<file path="src/rtl/pllmon_pkg.sv">
package pllmon_pkg;
  typedef enum logic [1:0] {
    HYS_HOLD = 2'd0,
    HYS_SET  = 2'd1,
    HYS_CLR  = 2'd2
  } hys_act_e;

  // Decide the action of one hysteresis window for one valid sample.
  function automatic hys_act_e hys_classify(input int unsigned mag,
                                            input int unsigned set_thr,
                                            input int unsigned clr_thr);
    if (mag <= set_thr)      return HYS_SET;
    else if (mag > clr_thr)  return HYS_CLR;
    else                     return HYS_HOLD;
  endfunction
endpackage

</file>
<file path="src/rtl/pllmon_hyst_window.sv">
module pllmon_hyst_window
  import pllmon_pkg::*;
#(
  parameter int unsigned ERR_W   = 8,
  parameter int unsigned SET_THR = 8,
  parameter int unsigned CLR_THR = 24
) (
  input  logic             clk,
  input  logic             rst_n,
  input  logic             clr,
  input  logic             ld,
  input  logic             ld_val,
  input  logic             eval_en,
  input  logic             s_valid,
  input  logic [ERR_W-1:0] s_mag,
  output logic             flag_q,
  output logic             change
);
  hys_act_e act;
  logic     nxt;
  logic     sampling;

  always_comb begin
    act      = hys_classify(32'(s_mag), SET_THR, CLR_THR);
    sampling = eval_en && s_valid && !clr && !ld;
    unique case (act)
      HYS_SET: nxt = 1'b1;
      HYS_CLR: nxt = 1'b0;
      default: nxt = flag_q;
    endcase
    change = sampling && (nxt != flag_q);
  end

  always_ff @(posedge clk) begin
    if (!rst_n)                 flag_q <= 1'b0;
    else if (clr)               flag_q <= 1'b0;
    else if (ld)                flag_q <= ld_val;
    else if (eval_en && s_valid) flag_q <= nxt;
  end
endmodule

</file>
<file path="src/rtl/pllmon_irq_flag.sv">
module pllmon_irq_flag (
  input  logic clk,
  input  logic rst_n,
  input  logic kill,
  input  logic set,
  input  logic ack,
  output logic irq_q
);
  always_ff @(posedge clk) begin
    if (!rst_n)     irq_q <= 1'b0;
    else if (kill)  irq_q <= 1'b0;
    else if (set)   irq_q <= 1'b1;
    else if (ack)   irq_q <= 1'b0;
  end
endmodule

</file>
<file path="src/rtl/pll_lock_monitor.sv">
module pll_lock_monitor #(
  parameter int unsigned ERR_W   = 8,
  parameter int unsigned TRK_THR = 8,
  parameter int unsigned UNT_THR = 24,
  parameter int unsigned LCK_THR = 4,
  parameter int unsigned UNL_THR = 12
) (
  input  logic             clk,
  input  logic             rst_n,
  input  logic             pll_on,
  input  logic             auto_mode,
  input  logic             irq_en,
  input  logic             acq_wr_en,
  input  logic             acq_wr_data,
  input  logic             irq_ack,
  input  logic             err_valid,
  input  logic [ERR_W-1:0] err_mag,
  output logic             acq_o,
  output logic             lock_o,
  output logic             irq_o
);
  logic auto_prev_q;
  logic mode_flip;
  logic run_auto;
  logic acq_clr, acq_ld;
  logic lock_clr;
  logic acq_chg, lock_chg;

  always_ff @(posedge clk) begin
    if (!rst_n) auto_prev_q <= 1'b0;
    else        auto_prev_q <= auto_mode;
  end

  always_comb begin
    mode_flip = auto_mode != auto_prev_q;
    run_auto  = pll_on && auto_mode && !mode_flip;
    acq_clr   = !pll_on || mode_flip;
    acq_ld    = pll_on && !auto_mode && acq_wr_en;
    lock_clr  = !pll_on || !auto_mode || mode_flip;
  end

  // Filter-mode window: tracking/untracking thresholds, software load in manual mode.
  pllmon_hyst_window #(
    .ERR_W(ERR_W), .SET_THR(TRK_THR), .CLR_THR(UNT_THR)
  ) u_acq_win (
    .clk(clk), .rst_n(rst_n), .clr(acq_clr), .ld(acq_ld), .ld_val(acq_wr_data),
    .eval_en(run_auto), .s_valid(err_valid), .s_mag(err_mag),
    .flag_q(acq_o), .change(acq_chg)
  );

  // Lock window: lock/unlock thresholds, no software load.
  pllmon_hyst_window #(
    .ERR_W(ERR_W), .SET_THR(LCK_THR), .CLR_THR(UNL_THR)
  ) u_lock_win (
    .clk(clk), .rst_n(rst_n), .clr(lock_clr), .ld(1'b0), .ld_val(1'b0),
    .eval_en(run_auto), .s_valid(err_valid), .s_mag(err_mag),
    .flag_q(lock_o), .change(lock_chg)
  );

  pllmon_irq_flag u_irq (
    .clk(clk), .rst_n(rst_n),
    .kill(!pll_on || !auto_mode),
    .set(lock_chg && irq_en),
    .ack(irq_ack),
    .irq_q(irq_o)
  );

  logic unused_acq_chg;
  assign unused_acq_chg = acq_chg;
endmodule

</file>
<file path="config.mk">
export PLATFORM = sky130hd
export DESIGN_NAME = pll_lock_monitor
export DESIGN_NICKNAME = d
export VERILOG_FILES = /design/src/rtl/pllmon_pkg.sv /design/src/rtl/pllmon_hyst_window.sv /design/src/rtl/pllmon_irq_flag.sv /design/src/rtl/pll_lock_monitor.sv
export SDC_FILE = /design/constraint.sdc
export NUM_CORES = 1
export LEC_CHECK = 0
export ABC_AREA = 1
export BUFFER_PORTS_ARGS = -buffer_cell sky130_fd_sc_hd__buf_2
export CAP_MARGIN = 30
export CORE_AREA = 2 2 39 41
export DETAILED_ROUTE_END_ITERATION = 6
export DIE_AREA = 0 0 41 43
export REMOVE_ABC_BUFFERS = 1
export SYNTH_ARGS = -nofsm -noshare
export SYNTH_HDL_FRONTEND = slang
export SYNTH_SLANG_ARGS = --single-unit
export TNS_END_PERCENT = 10
</file>
<file path="constraint.sdc">
create_clock -name clk -period 2.2 [get_ports clk]
set_input_delay 0.11 -clock clk [delete_from_list [all_inputs] [get_ports clk]]
set_output_delay 0.11 -clock clk [all_outputs]
set_load 0.01 [all_outputs]
</file>
Word level (Yosys, flattened, before mapping)
Cells that the tools add are included.
Cells by class
  bitwise gates (word level): 1
  reductions and logical operators: 22
  $lt $le $gt $ge: 4
  equal/unequal tests: 6
  multiplexer cells: 10
Operators with widths (number)
  $gt 8x4->1 const B: 1
  $gt 8x5->1 const B: 1
  $le 8x3->1 const B: 1
  $le 8x4->1 const B: 1
  $logic_and 1x1->1: 8
  $mux 2: 4
  $reduce_or 2->1: 3
  $eq 2x1->1 const B: 2
  $eq 2x2->1 const B: 2
  $logic_not 1->1: 4
  $mux 1: 4
  $pmux 1 s2: 2
  $reduce_bool 2->1: 2
  $logic_or 1x1->1: 3
  $reduce_bool 3->1: 1
  $ne 1x1->1: 2
  $reduce_and 2->1: 1
  $not 1->1: 1
Word-level totals
  output and inout bits: 3
  input bits: 17
  logic and storage cells: 47
  register bits after elaboration: 4

Depth between registers and ports, before layout
Gate-level depths: netlist of the first run.
  depth after elaboration: 9
  gate-level depth with buffers: 8
  mapped depth without buffers: 8

By module
From an unflattened synthesis of the first run, not the netlist that was laid out.
Second synthesis, totals
  cells, all modules: 76
  area, all modules: 419.2 µm²
By module, submodules not included
  pllmon_hyst_window at u_acq_win: area an instance 147.6 µm², instances 1, sequential area each 20.0 µm², cells each 26
  pllmon_hyst_window at u_lock_win: area an instance 141.4 µm², instances 1, sequential area each 20.0 µm², cells each 27
  pll_lock_monitor: area an instance 82.6 µm², instances 1, sequential area each 20.0 µm², cells each 16
  pllmon_irq_flag: area an instance 47.5 µm², instances 1, sequential area each 20.0 µm², cells each 7

Worst setup path before layout of the first run
No wires, ideal clock.
  path type: register -> register
  start: register auto_prev_q
  end: register u_acq_win.flag_q
  setup slack: 1.330 ns
  buffers on the path: 0
  cell stages (with the launch flop): 6
  library setup time: 0.109 ns
  arrival: 0.762 ns
  required time: 2.091 ns
  clock period less this slack: 0.870 ns
  cells stage by stage: dfxtp_1 > nand4_1 > o21ai_0 > nand3_1 > nand2_1 > inv_1
Between the ends
  word-level cells in the longest chain between the ends: 6
  elaborated cells on any way between the ends: 8
  classes of those cells: eq/ne: 1; reduce/logical: 7
Ends and longest elaborated chain
  start, declared: RTL line pll_lock_monitor.sv:22  | logic auto_prev_q;
  start signal, assigned: RTL line pll_lock_monitor.sv:31  | else auto_prev_q <= auto_mode;
  $ne 1x1->1 *: RTL line pll_lock_monitor.sv:35  | mode_flip = auto_mode != auto_prev_q;
  $logic_not 1->1: RTL line pll_lock_monitor.sv:36  | run_auto = pll_on && auto_mode && !mode_flip;
  $logic_and 1x1->1: RTL line pll_lock_monitor.sv:36
  $logic_and 1x1->1: RTL line pllmon_hyst_window.sv:38  | else if (eval_en && s_valid) flag_q <= nxt;
  $reduce_bool 2->1 (no line)
  $reduce_and 2->1 (no line)
  end signal, assigned: RTL line pllmon_hyst_window.sv:37  | else if (ld) flag_q <= ld_val;
  end signal, assigned: RTL line pllmon_hyst_window.sv:38
  end, declared: RTL line pllmon_hyst_window.sv:16  | output logic flag_q,
Mark *: on every way between the ends. The rest lies on a longest branch, timed or not.
A chain may end at the register's enable or synchronous reset.

Final worst setup path of the first run
Same ends and word-level chain as after synthesis.

==> reports/qor.log, run 1 <==
qor: status.run_status completed
qor: die.rows 14
qor: die.core_area 0.001384 mm2
qor: placement.gp_routability_congestion 0.7651
qor: sta.timing.hold.ws 0.09600 ns
qor: detailed_routing.ant_nets 0
qor: critical_path.critPathArrivalTime 1.09 ns
qor: layout.insertedDiodeCount 0
qor: critical_path.critPathLaunchType flip-flop
qor: clock_network.holdBufCountCts 0
qor: detailed_routing.drt_drc_violations_left 0
qor: clock_network.cts.sink_count 4
qor: hold_path.min-delay-path-class in -> reg
qor: placement.placed_cell_area 429.2 um2
qor: placement.portBuffers 19
qor: sta.finClkSkew 0.008512 ns
qor: sta.fin_tns_setup 0 ns
qor: layout.final-instance-count-excl-fill 97
qor: clock_network.insertion_delay 0.24 ns
qor: synth.synthesis.area_per_instance 5.323 um2
qor: sta.slew_violations 0
qor: global_routing.grt_pass1_wl 1235 um
qor: synth.syn-cell-area 314.1 um2
qor: detailed_routing.count_of_vias_placed_by_the_detailed_router 396
qor: clock_network.tritoncts built
qor: layout.core_occupancy_in_the_finished_layout 0.3264
qor: layout.ratio_of_cells_with_drive_above_1_in_the_final_layout 0.3086
qor: clock_network.cts_setup_buffers 0
qor: global_routing.grt_usage 0.1062
qor: power_and_ir_drop.p_per_area 452.8 mW/mm2
qor: detailed_routing.vias_per_cell 4.082
qor: global_routing.largest_net_degree_at_the_start_of_global_routing 6
qor: layout.fillCellCount 158
qor: power_and_ir_drop.ir_worst_vdd 0.2357 mV
qor: die.initial_utilization 0.2269
qor: sta.min_period_over_period 0.4314
qor: placement.dp_hpwl 621.5 um
qor: layout.finalInstanceArea 451.7 um2
qor: placement.place.detailed.instances 94
qor: layout.layout.nets 100
qor: die.io_pins 20
qor: clock_network.clock_tree.buffer_depth 2
qor: die.chipHeight 43 um
qor: detailed_routing.drt-total-wl 739 um
qor: detailed_routing.wl_per_cell 7.619 um
qor: sta.timing.slew.headroom 0.8797
qor: synth.ys_warn_count 0
qor: sta.report.final.setup_viol 0
qor: clock_network.post_cts.resized_instances 0
qor: clock_network.htree_levels 1
qor: critical_path.critPathRequiredTime 2.34 ns
qor: die.die_width 41 um
qor: sta.final_worst_path_period_need 0.9492 ns
qor: critical_path.maximum_fanout_count_along_the_critical_path 3
qor: clock_network.clockRootBuffer sky130_fd_sc_hd__clkbuf_4
qor: synth.yosys_register_bits 4
qor: sta.fmax 1.054 GHz
qor: sta.hold_violations 0
qor: critical_path.timing_worst_setup_path_type reg -> reg
qor: die.die_area 0.001763 mm2
qor: power_and_ir_drop.leakagePower 0.2658 nW
qor: job.drv_cap 0
qor: layout.area_delta_synth_final 43.82%
qor: synth.ys_types 13
qor: critical_path.setup.worst_path.end_class flip-flop
qor: detailed_routing.drt-pass1-iter-count 2
qor: clock_network.cts.reportedPaths.clkPinSlew 0.04 ns
qor: layout.multi_input_area 185.2 um2
qor: sta.setup_repair_after_global_routing_missed_its_margin no
qor: detailed_routing.first_iter_violations 6
qor: synth.ys_seq_area_frac 0.2550
qor: clock_network.cts-buffers-inserted 3
qor: global_routing.grt_pass1_vias 346
qor: synth.netlist_instances 59
qor: sta.actual_transition_at_the_worst_max_transition_pin 0.1786 ns
qor: layout.sequential_cell_area 80.08 um2
qor: global_routing.initial_antenna_violation_count 0
qor: global_routing.grt_overflow_total 0
worst paths after layout:
check	slack [ns]	from	depth (start not counted)	end
worst max-delay path	1.25	auto_prev_q	5	u_acq_win.flag_q
worst min-delay path	0.1	rst_n	3	auto_prev_q
worst max register to register	1.25	auto_prev_q	5	u_acq_win.flag_q
worst min register to register	0.48	u_irq.irq_q	2	u_irq.irq_q
flip-flops by register name, indices dropped and copies added (netlist names):
name / cells
auto_prev_q: 1
u_irq.irq_q: 1
u_acq_win.flag_q: 1
u_lock_win.flag_q: 1
cell families after synthesis:
| family | count (synthesis) | synth area share |
|---|---|---|
| AND/OR/NAND/NOR | 35 | 0.4582 |
| buffers and inverters | 13 | 0.1554 |
| AO/OA/AOI/OAI | 7 | 0.1315 |
| flip-flops | 4 | 0.2550 |
metal layers:
metal  vias to the layer above  track usage  routed length, um
met5                         -            0                  0
met4                         0       0.1000                 26
met3                         4      0.03141                 82
met2                        16       0.1344                272
met1                       154       0.1342                357
li1                        222            -                  -
power breakdown:
part	total [mW]	internal, mW	switching (mW)
Clock	0.0929	0.0612	0.0318
Sequential	0.0754	0.0743	0.00113
Combinational	0.0362	0.0172	0.0191
layout make-up:
type                       count  share of cell area
sequential                     4              0.1773
inverter                      13              0.1080
timing repair buffer          19              0.2105
clock buffer                   3             0.04986
multi-input combinational     42              0.4100
tap                           16             0.04432
synthesized netlist by cell type:
library cell	instances	share of area
sky130_fd_sc_hd__a211oi_1	1	0.024
sky130_fd_sc_hd__nand3_1	4	0.064
sky130_fd_sc_hd__nand2_2	1	0.020
sky130_fd_sc_hd__nand4_1	1	0.020
sky130_fd_sc_hd__dfxtp_1	4	0.25
sky130_fd_sc_hd__inv_1	13	0.16
sky130_fd_sc_hd__a21oi_2	1	0.028
sky130_fd_sc_hd__o21ai_1	1	0.016
sky130_fd_sc_hd__nand2_1	18	0.22
sky130_fd_sc_hd__o21ai_0	2	0.032
sky130_fd_sc_hd__a21oi_1	2	0.032
sky130_fd_sc_hd__nor2_1	10	0.12
sky130_fd_sc_hd__nor2_2	1	0.020
stage by stage:
step,power [mW],worst slack (ns)
2_1_floorplan,0.09219,1.330
3_3_place_gp,0.1128,1.262
4_1_cts,0.2096,1.236
5_1_grt,0.2201,1.139
3_5_place_dp,0.1130,1.241
6_report,0.2045,1.251
placed cells by master, fill, tap and decap left out, types with 2 or more instances in the layout:
master                     Yosys  layout
sky130_fd_sc_hd__buf_2         0      19
sky130_fd_sc_hd__nand2_1      18      18
sky130_fd_sc_hd__inv_1        13      13
sky130_fd_sc_hd__nor2_1       10      10
sky130_fd_sc_hd__nand3_1       4       4
sky130_fd_sc_hd__dfxtp_1       4       4
sky130_fd_sc_hd__clkbuf_4      0       3
sky130_fd_sc_hd__o21ai_0       2       2
sky130_fd_sc_hd__a21oi_1       2       2
critical path, cell delays in order (launching register included):
cell and delay (ns):
sky130_fd_sc_hd__dfxtp_1 0.35, sky130_fd_sc_hd__nand4_1 0.14, sky130_fd_sc_hd__o21ai_0 0.18, sky130_fd_sc_hd__nand3_1 0.09, sky130_fd_sc_hd__nand2_1 0.06, sky130_fd_sc_hd__inv_1 0.03
(Power assumes the default switching activity.)
==> inputs of run 2 (changes only) <==
- clock period: 2.2 -> 1 ns (I/O delays scaled with it)
==> run 2 against run 1 <==
Net effect:
- utilization up 0.45 points
- hold slack worse by 0.059 ns
- via count stayed put
- cell count is the same
- critical path type unchanged
==> reports/qor.log, run 2 (synthesis gave the netlist of run 1 again) <==
qor: sta.timing.slew.headroom 0.8797 [unchanged]
qor: sta.finClkSkew 0.008396 ns [-0.0001159 ns]
qor: detailed_routing.first_iter_violations 5 [-1]
qor: sta.final_worst_path_period_need 0.8905 ns [-0.05866 ns]
qor: clock_network.cts.sink_count 4 [unchanged]
qor: detailed_routing.vias_per_cell 4.082 [unchanged]
qor: placement.placed_cell_area 429.2 um2 [unchanged]
qor: sta.slew_violations 0 [unchanged]
qor: layout.fillCellCount 156 [-1.3%]
qor: hold_path.min-delay-path-class in -> reg
qor: detailed_routing.drt-pass1-iter-count 2 [unchanged]
qor: detailed_routing.routedLengthMet1 355 um [-0.56%]
qor: global_routing.grt_overflow_total 0 [unchanged]
qor: layout.layout.nets 100 [unchanged]
qor: layout.area_delta_synth_final 45.82%
qor: clock_network.clockRootBuffer sky130_fd_sc_hd__clkbuf_4
qor: detailed_routing.route.met3.wl 82 um [unchanged]
qor: global_routing.largest_net_degree_at_the_start_of_global_routing 6 [unchanged]
qor: global_routing.grt_usage 0.1062 [unchanged]
qor: placement.portBuffers 19 [unchanged]
qor: clock_network.holdBufCountCts 0 [unchanged]
qor: global_routing.initial_antenna_violation_count 0 [unchanged]
qor: detailed_routing.ant_nets 0 [unchanged]
qor: layout.insertedDiodeCount 0 [unchanged]
qor: global_routing.grt_pass1_wl 1235 um [unchanged]
qor: sta.setup_repair_after_global_routing_missed_its_margin no
qor: layout.finalInstanceArea 457.9 um2 [+1.4%]
qor: placement.dp_hpwl 621.5 um [unchanged]
qor: die.rows 14 [unchanged]
qor: placement.gp_routability_congestion 0.7651 [unchanged]
qor: placement.minimum_setup_slack_after_placement 0.04149 ns [-1.200 ns]
qor: sta.min_period_over_period 0.8905 [+0.4591]
qor: clock_network.cts.reportedPaths.clkPinSlew 0.04 ns [about the same]
qor: clock_network.tritoncts built
qor: layout.most_frequent_cells_in_the_layout sky130_fd_sc_hd__buf_2 (19), sky130_fd_sc_hd__nand2_1 (18), sky130_fd_sc_hd__inv_1 (13)
qor: clock_network.cts-buffers-inserted 3 [unchanged]
qor: detailed_routing.drt-total-wl 738 um [-0.14%]
qor: detailed_routing.wl_per_cell 7.608 um [-0.14%]
qor: status.run_status completed
qor: layout.leading_cell_type_in_the_layout_fill_and_taps_excluded sky130_fd_sc_hd__buf_2
qor: power_and_ir_drop.leakagePower 0.2678 nW [+0.74%]
qor: die.io_pins 20 [unchanged]
qor: detailed_routing.drt_drc_violations_left 0 [unchanged]
qor: sta.hold_violations 0 [unchanged]
qor: critical_path.critPathRequiredTime 1.17 ns [-1.17 ns]
qor: clock_network.clock_tree.buffer_depth 2 [unchanged]
qor: critical_path.critPathLaunchType flip-flop
qor: detailed_routing.routed.top_layer met4
qor: detailed_routing.dr_wl_met2 273 um [+0.37%]
qor: critical_path.setup.worst_path.end_class flip-flop
qor: layout.ratio_of_cells_with_drive_above_1_in_the_final_layout 0.3210 [+0.01235]
qor: detailed_routing.count_of_vias_placed_by_the_detailed_router 396 [unchanged]
qor: sta.report.final.setup_viol 0 [unchanged]
qor: sta.final_critical_path_setup_slack 0.1095 ns [-1.141 ns]
qor: die.core_area 0.001384 mm2 [unchanged]
qor: global_routing.grt_pass1_vias 346 [unchanged]
qor: sta.actual_transition_at_the_worst_max_transition_pin 0.1786 ns [unchanged]
qor: critical_path.critPathArrivalTime 1.06 ns [-0.03 ns]
qor: die.chipHeight 43 um [unchanged]
qor: power_and_ir_drop.p_per_area 987.2 mW/mm2 [+120%]
qor: sta.fmax 1.123 GHz [+6.6%]
qor: job.drv_cap 0 [unchanged]
qor: die.initial_utilization 0.2269 [unchanged]
qor: critical_path.timing_worst_setup_path_type reg -> reg
qor: power_and_ir_drop.ir_worst_vdd 0.5204 mV [+120%]
qor: critical_path.maximum_fanout_count_along_the_critical_path 3 [unchanged]
qor: sta.fin_tns_setup 0 ns [unchanged]
qor: clock_network.insertion_delay 0.24 ns [about the same]
qor: die.die_width 41 um [unchanged]
qor: die.die_area 0.001763 mm2 [unchanged]
qor: clock_network.htree_levels 1 [unchanged]
run 2: changes by cell type in the layout (fill, tap and decap cells not counted):
cell	before	now
sky130_fd_sc_hd__dfxtp_1	4	3
sky130_fd_sc_hd__dfxtp_2	0	1
sky130_fd_sc_hd__nor2_2	1	0
sky130_fd_sc_hd__nor2_4	0	1
sky130_fd_sc_hd__o21ai_0	2	1
sky130_fd_sc_hd__o21ai_1	1	2
run 2: metal layers:
layer,global-route usage,vias up
met1,0.1342,154
met2,0.1344,16
met3,0.03141,4
met4,0.1000,0
met5,0,-
li1,-,222
run 2: critical path, stage by stage, from the launching register on:
cell and delay (ns):
sky130_fd_sc_hd__dfxtp_2 0.33, sky130_fd_sc_hd__nand2_2 0.08, sky130_fd_sc_hd__nor2_4 0.11, sky130_fd_sc_hd__nand2_1 0.05, sky130_fd_sc_hd__nor2_1 0.09, sky130_fd_sc_hd__nand2_1 0.07
sky130_fd_sc_hd__a21oi_2 0.10
run 2: worst paths after layout:
path               start  depth (start not counted)  slack [ns]          end
min reg2reg  u_irq.irq_q                          2        0.48  u_irq.irq_q
max reg2reg  auto_prev_q                          6        0.11  u_irq.irq_q
max          auto_prev_q                          6        0.11  u_irq.irq_q
min                rst_n                          3        0.04  auto_prev_q
run 2: stage by stage:
step                utilization  std cells  hold WS [ns]  power (mW)
floorplan                     -         59        0.1615      0.2028
global placement         0.3101         94        0.2678      0.2482
detailed placement       0.3101         94        0.2806      0.2486
CTS                      0.3264         97       0.03115      0.4611
global route             0.3309         97       0.05811      0.4864
finish                   0.3309         97       0.03670      0.4521
run 2: final cells by class:
| class | instances | area [um2] | area share |
|---|---|---|---|
| inverter | 13 | 48.80 | 0.1066 |
| timing repair buffer | 19 | 95.09 | 0.2077 |
| clock buffer | 3 | 22.52 | 0.04918 |
| multi-input combinational | 42 | 190.2 | 0.4153 |
| tap | 16 | 20.02 | 0.04372 |
| sequential | 4 | 81.33 | 0.1776 |
run 2: what timing repair did:
item | in CTS | in global routing
buffers inserted | 0 | 0
setup endpoints to repair | 0 | 2
resized for setup | 0 | 3
run 2: power breakdown:
group,internal (mW),total (mW),switching [mW]
combinational,0.0381,0.0814,0.0434
clock,0.135,0.204,0.0697
sequential,0.164,0.166,0.00251
total,0.336,0.452,0.116
==> inputs of run 3 (changes only) <==
- ABC_AREA: 1 -> default
==> run 3 against run 2 <==
Net effect:
- the flow now finishes with violations (setup timing)
- synthesized cell count shrank 46%
- clock skew shrank 0.0071 ns
- total power grew 3.4%
- design area grew 6.3%
- via count shrank 5.8%
- critical path type unchanged
- highest routed layer is now met3
- worst setup slack lost 0.47 ns
- sequential power is essentially flat
- utilization grew 2.1 points
- largest cell class unchanged
- critical endpoint is now u_acq_win.flag_q
- global-route usage shrank 0.49 points
==> reports/qor.log, run 3 <==
qor: placement.gp_routability_congestion 0.7991 [+4.4%]
qor: global_routing.grt_pass1_vias 350 [+1.2%]
qor: sta.fin_tns_setup -0.3561 ns [-0.3561 ns]
qor: synth.synth_flop_cell sky130_fd_sc_hd__dfxtp_1
qor: detailed_routing.count_of_vias_placed_by_the_detailed_router 373 [-5.8%]
qor: clock_network.cts.sink_count 4 [unchanged]
qor: clock_network.insertion_delay 0.23 ns [about the same]
qor: detailed_routing.vias_per_cell 4.663 [+14%]
qor: synth.ys_warn_count 0 [unchanged]
qor: synth.post_synth_xor_area_fraction 0 [unchanged]
qor: sta.setup_repair_after_global_routing_missed_its_margin yes
qor: power_and_ir_drop.power.share.clock 0.437 [-0.015]
qor: layout.core_occupancy_in_the_finished_layout 0.3517 [+0.02080]
qor: power_and_ir_drop.cell_internal_power 0.3550 mW [+5.5%]
qor: synth.synth_top_area_cell sky130_fd_sc_hd__dfxtp_1
qor: detailed_routing.drt-total-wl 799 um [+8.3%]
qor: layout.most_frequent_cells_in_the_layout sky130_fd_sc_hd__buf_2 (19), sky130_fd_sc_hd__buf_4 (10), sky130_fd_sc_hd__o21ai_0 (4)
qor: detailed_routing.drt_drc_violations_left 0 [unchanged]
qor: clock_network.cts-buffers-inserted 3 [unchanged]
qor: clock_network.clock_tree.buffer_depth 2 [unchanged]
qor: sta.slew_violations 0 [unchanged]
qor: synth.ys_seq_area_frac 0.2977 [+0.04269]
qor: die.io_pins 20 [unchanged]
qor: detailed_routing.first_iter_violations 7 [+2]
qor: layout.insertedDiodeCount 0 [unchanged]
qor: synth.synth_compound_gate_area_share 0.3349 [+0.2034]
qor: power_and_ir_drop.switching_part_of_the_total 0.2402 [-0.01553]
qor: layout.ratio_of_cells_with_drive_above_1_in_the_final_layout 0.6094 [+0.2884]
qor: global_routing.grt_overflow_total 0 [unchanged]
qor: critical_path.critPathArrivalTime 1.53 ns [+0.47 ns]
qor: layout.leading_cell_type_in_the_layout_fill_and_taps_excluded sky130_fd_sc_hd__buf_2
qor: layout.area_delta_synth_final 80.93%
qor: sta.min_period_over_period 1.356 [+0.4656]
qor: sta.finClkSkew 0.001249 ns [-0.007146 ns]
qor: layout.layout.nets 83 [-17%]
qor: die.die_width 41 um [unchanged]
qor: status.run_status complete, but fails checks
qor: sta.timing.slew.headroom 0.8106 [-0.06905]
qor: detailed_routing.wl_per_cell 9.988 um [+31%]
qor: hold_path.min-delay-path-class in -> reg
qor: power_and_ir_drop.leakagePower 0.2381 nW [-11%]
qor: critical_path.setup.worst_path.end_class flip-flop
qor: sta.fmax 0.7374 GHz [-34%]
qor: clock_network.htree_levels 1 [unchanged]
qor: clock_network.tritoncts built
qor: clock_network.holdBufCountCts 0 [unchanged]
qor: placement.place.detailed.instances 77 [-18%]
qor: synth.netlist_instances 32 [-46%]
qor: power_and_ir_drop.net-switching-power 0.1122 mW [-2.9%]
qor: layout.finalInstanceArea 486.7 um2 [+6.3%]
qor: sta.final_worst_path_period_need 1.356 ns [+0.4656 ns]
qor: die.initial_utilization 0.1944 [-0.03255]
qor: sta.report.final.setup_viol 1 [+1]
qor: placement.portBuffers 19 [unchanged]
qor: synth.yosys_register_bits 4 [unchanged]
qor: synth.synth_adder_area_share 0.03721 [+0.03721]
qor: critical_path.critPathRequiredTime 1.18 ns [about the same]
qor: synth.syn-cell-area 269.0 um2 [-14%]
qor: status.violations setup timing
qor: power_and_ir_drop.power_frac_seq 0.354 [-0.014]
qor: placement.dp_hpwl 683.7 um [+10%]
qor: power_and_ir_drop.p_per_area 960.0 mW/mm2 [-2.7%]
qor: synth.dominant_combinational_cell_family_by_area_after_synthesis compound AO/OA/AOI/OAI gates
qor: synth.netlist_top_cells_area sky130_fd_sc_hd__dfxtp_1 (30%), sky130_fd_sc_hd__o21ai_0 (7.4%), sky130_fd_sc_hd__a2111oi_2 (5.6%), sky130_fd_sc_hd__nand4_2 (4.7%), sky130_fd_sc_hd__nand2_1 (4.2%)
qor: synth.ys_types 22 [+9]
qor: detailed_routing.ant_nets 0 [unchanged]
qor: synth.synthMuxAreaShare 0 [unchanged]
qor: critical_path.maximum_fanout_count_along_the_critical_path 2 [-1]
qor: global_routing.initial_antenna_violation_count 0 [unchanged]
qor: global_routing.grt_pass1_wl 1207 um [-2.3%]
qor: layout.final-instance-count-excl-fill 80 [-18%]
qor: clock_network.cts_setup_buffers 0 [unchanged]
qor: die.core_area 0.001384 mm2 [unchanged]
qor: clock_network.clockRootBuffer sky130_fd_sc_hd__clkbuf_4
qor: power_and_ir_drop.power.combinational.fraction 0.209 [+0.029]
qor: synth.synth_top_cells_by_count sky130_fd_sc_hd__dfxtp_1 (4), sky130_fd_sc_hd__o21ai_0 (4), sky130_fd_sc_hd__nand2_1 (3)
qor: synth.synth_async_sr_flop_share 0 [unchanged]
qor: power_and_ir_drop.ir_worst_vdd 0.3724 mV [-28%]
qor: die.die_area 0.001763 mm2 [unchanged]
qor: synth.synth_edf_count 0 [unchanged]
qor: synth.netlist.area_leader.share 0.2977 [+0.04269]
qor: synth.synthesis.area_per_instance 8.407 um2 [+58%]
qor: clock_network.cts.reportedPaths.clkPinSlew 0.04 ns [about the same]
qor: synth.yosys.area_share.simple 0.3163 [-0.1419]
qor: global_routing.grt_usage 0.1013 [-0.004909]
qor: placement.placed_cell_area 459.2 um2 [+7.0%]
qor: critical_path.timing_worst_setup_path_type reg -> reg
qor: die.chipHeight 43 um [unchanged]
qor: detailed_routing.drt-pass1-iter-count 4 [+2]
qor: job.drv_cap 0 [unchanged]
qor: sta.final_critical_path_setup_slack -0.3561 ns [-0.4656 ns]
qor: die.rows 14 [unchanged]
qor: global_routing.largest_net_degree_at_the_start_of_global_routing 6 [unchanged]
qor: sta.hold_violations 0 [unchanged]
qor: critical_path.critPathLaunchType flip-flop
qor: sta.actual_transition_at_the_worst_max_transition_pin 0.2811 ns [+0.1025 ns]
[run 3: cell count changes in the layout (fill, tap and decap cells not counted), sizes merged, moves of 2 or more]
cell   before  now
buf        19   29
nand2      19    3
nand3       4    1
nor2       11    1
nor3        0    2
inv        13    1
[run 3: cells by family (layout without fill, tap and decap cells)]
| logic type | Yosys count | count (layout) |
|---|---|---|
| adder cells (fa/ha/maj) | 1 | 1 |
| buffers and inverters | 1 | 33 |
| flip-flops | 4 | 4 |
| AND/OR/NAND/NOR | 14 | 14 |
| AO/OA/AOI/OAI | 12 | 12 |
[run 3: per-stage QoR]
stage | setup slack (ns) | power [mW] | hold WS (ns)
after floorplan | -0.3776 | 0.1948 | 0.1862
after global placement | -0.3306 | 0.2628 | 0.3050
after detailed placement | -0.3810 | 0.2638 | 0.3004
after CTS | -0.3659 | 0.4711 | 0.06242
after global routing | -0.4235 | 0.4903 | 0.07950
final | -0.3561 | 0.4673 | 0.06400
[run 3: per-layer routing]
metal  vias up  global-route usage  wire [um]
li1        193                   -          -
met1       163              0.1058        351
met2        17              0.1656        378
met3         0             0.03141         70
met4         0             0.06000          0
met5         -                   0          0
[run 3: path summary, 6_finish.rpt]
check                      to  cells after the start        start  slack, ns
max reg2reg  u_acq_win.flag_q                      4  auto_prev_q      -0.36
max          u_acq_win.flag_q                      4  auto_prev_q      -0.36
min               u_irq.irq_q                      3       irq_en       0.06
min reg2reg       u_irq.irq_q                      2  u_irq.irq_q       0.48
[run 3: critical path, stage by stage, from the launching register on]
cell                        delay [ns]
sky130_fd_sc_hd__dfxtp_2          0.32
sky130_fd_sc_hd__nand4_2          0.10
sky130_fd_sc_hd__or3_1            0.37
sky130_fd_sc_hd__a2111oi_2        0.30
sky130_fd_sc_hd__o2111a_1         0.20
[run 3: area by class of cell]
| class | instances | area, um2 |
|---|---|---|
| Fill cell | 154 | 897.1 |
| Timing Repair Buffer | 29 | 170.2 |
| Multi-Input combinational cell | 27 | 188.9 |
| Sequential cell | 4 | 81.33 |
| Inverter | 1 | 3.754 |
| Clock buffer | 3 | 22.52 |
| Tap cell | 16 | 20.02 |
[run 3: power by group through the flow]
stage / combinational [mW] / clock (mW) / sequential (mW)
4_1_cts: 0.0979 / 0.208 / 0.166
2_1_floorplan: 0.0260 / 0 / 0.169
6_report: 0.0977 / 0.204 / 0.166
3_3_place_gp: 0.0952 / 0 / 0.168
3_5_place_dp: 0.0961 / 0 / 0.168
5_1_grt: 0.108 / 0.217 / 0.166
[run 3: what timing repair did]
item | in CTS | in global routing
endpoints found under the setup margin | 2 | 2
cloned | 0 | 0
pin swaps | 1 | 0
gates resized for setup | 2 | 0
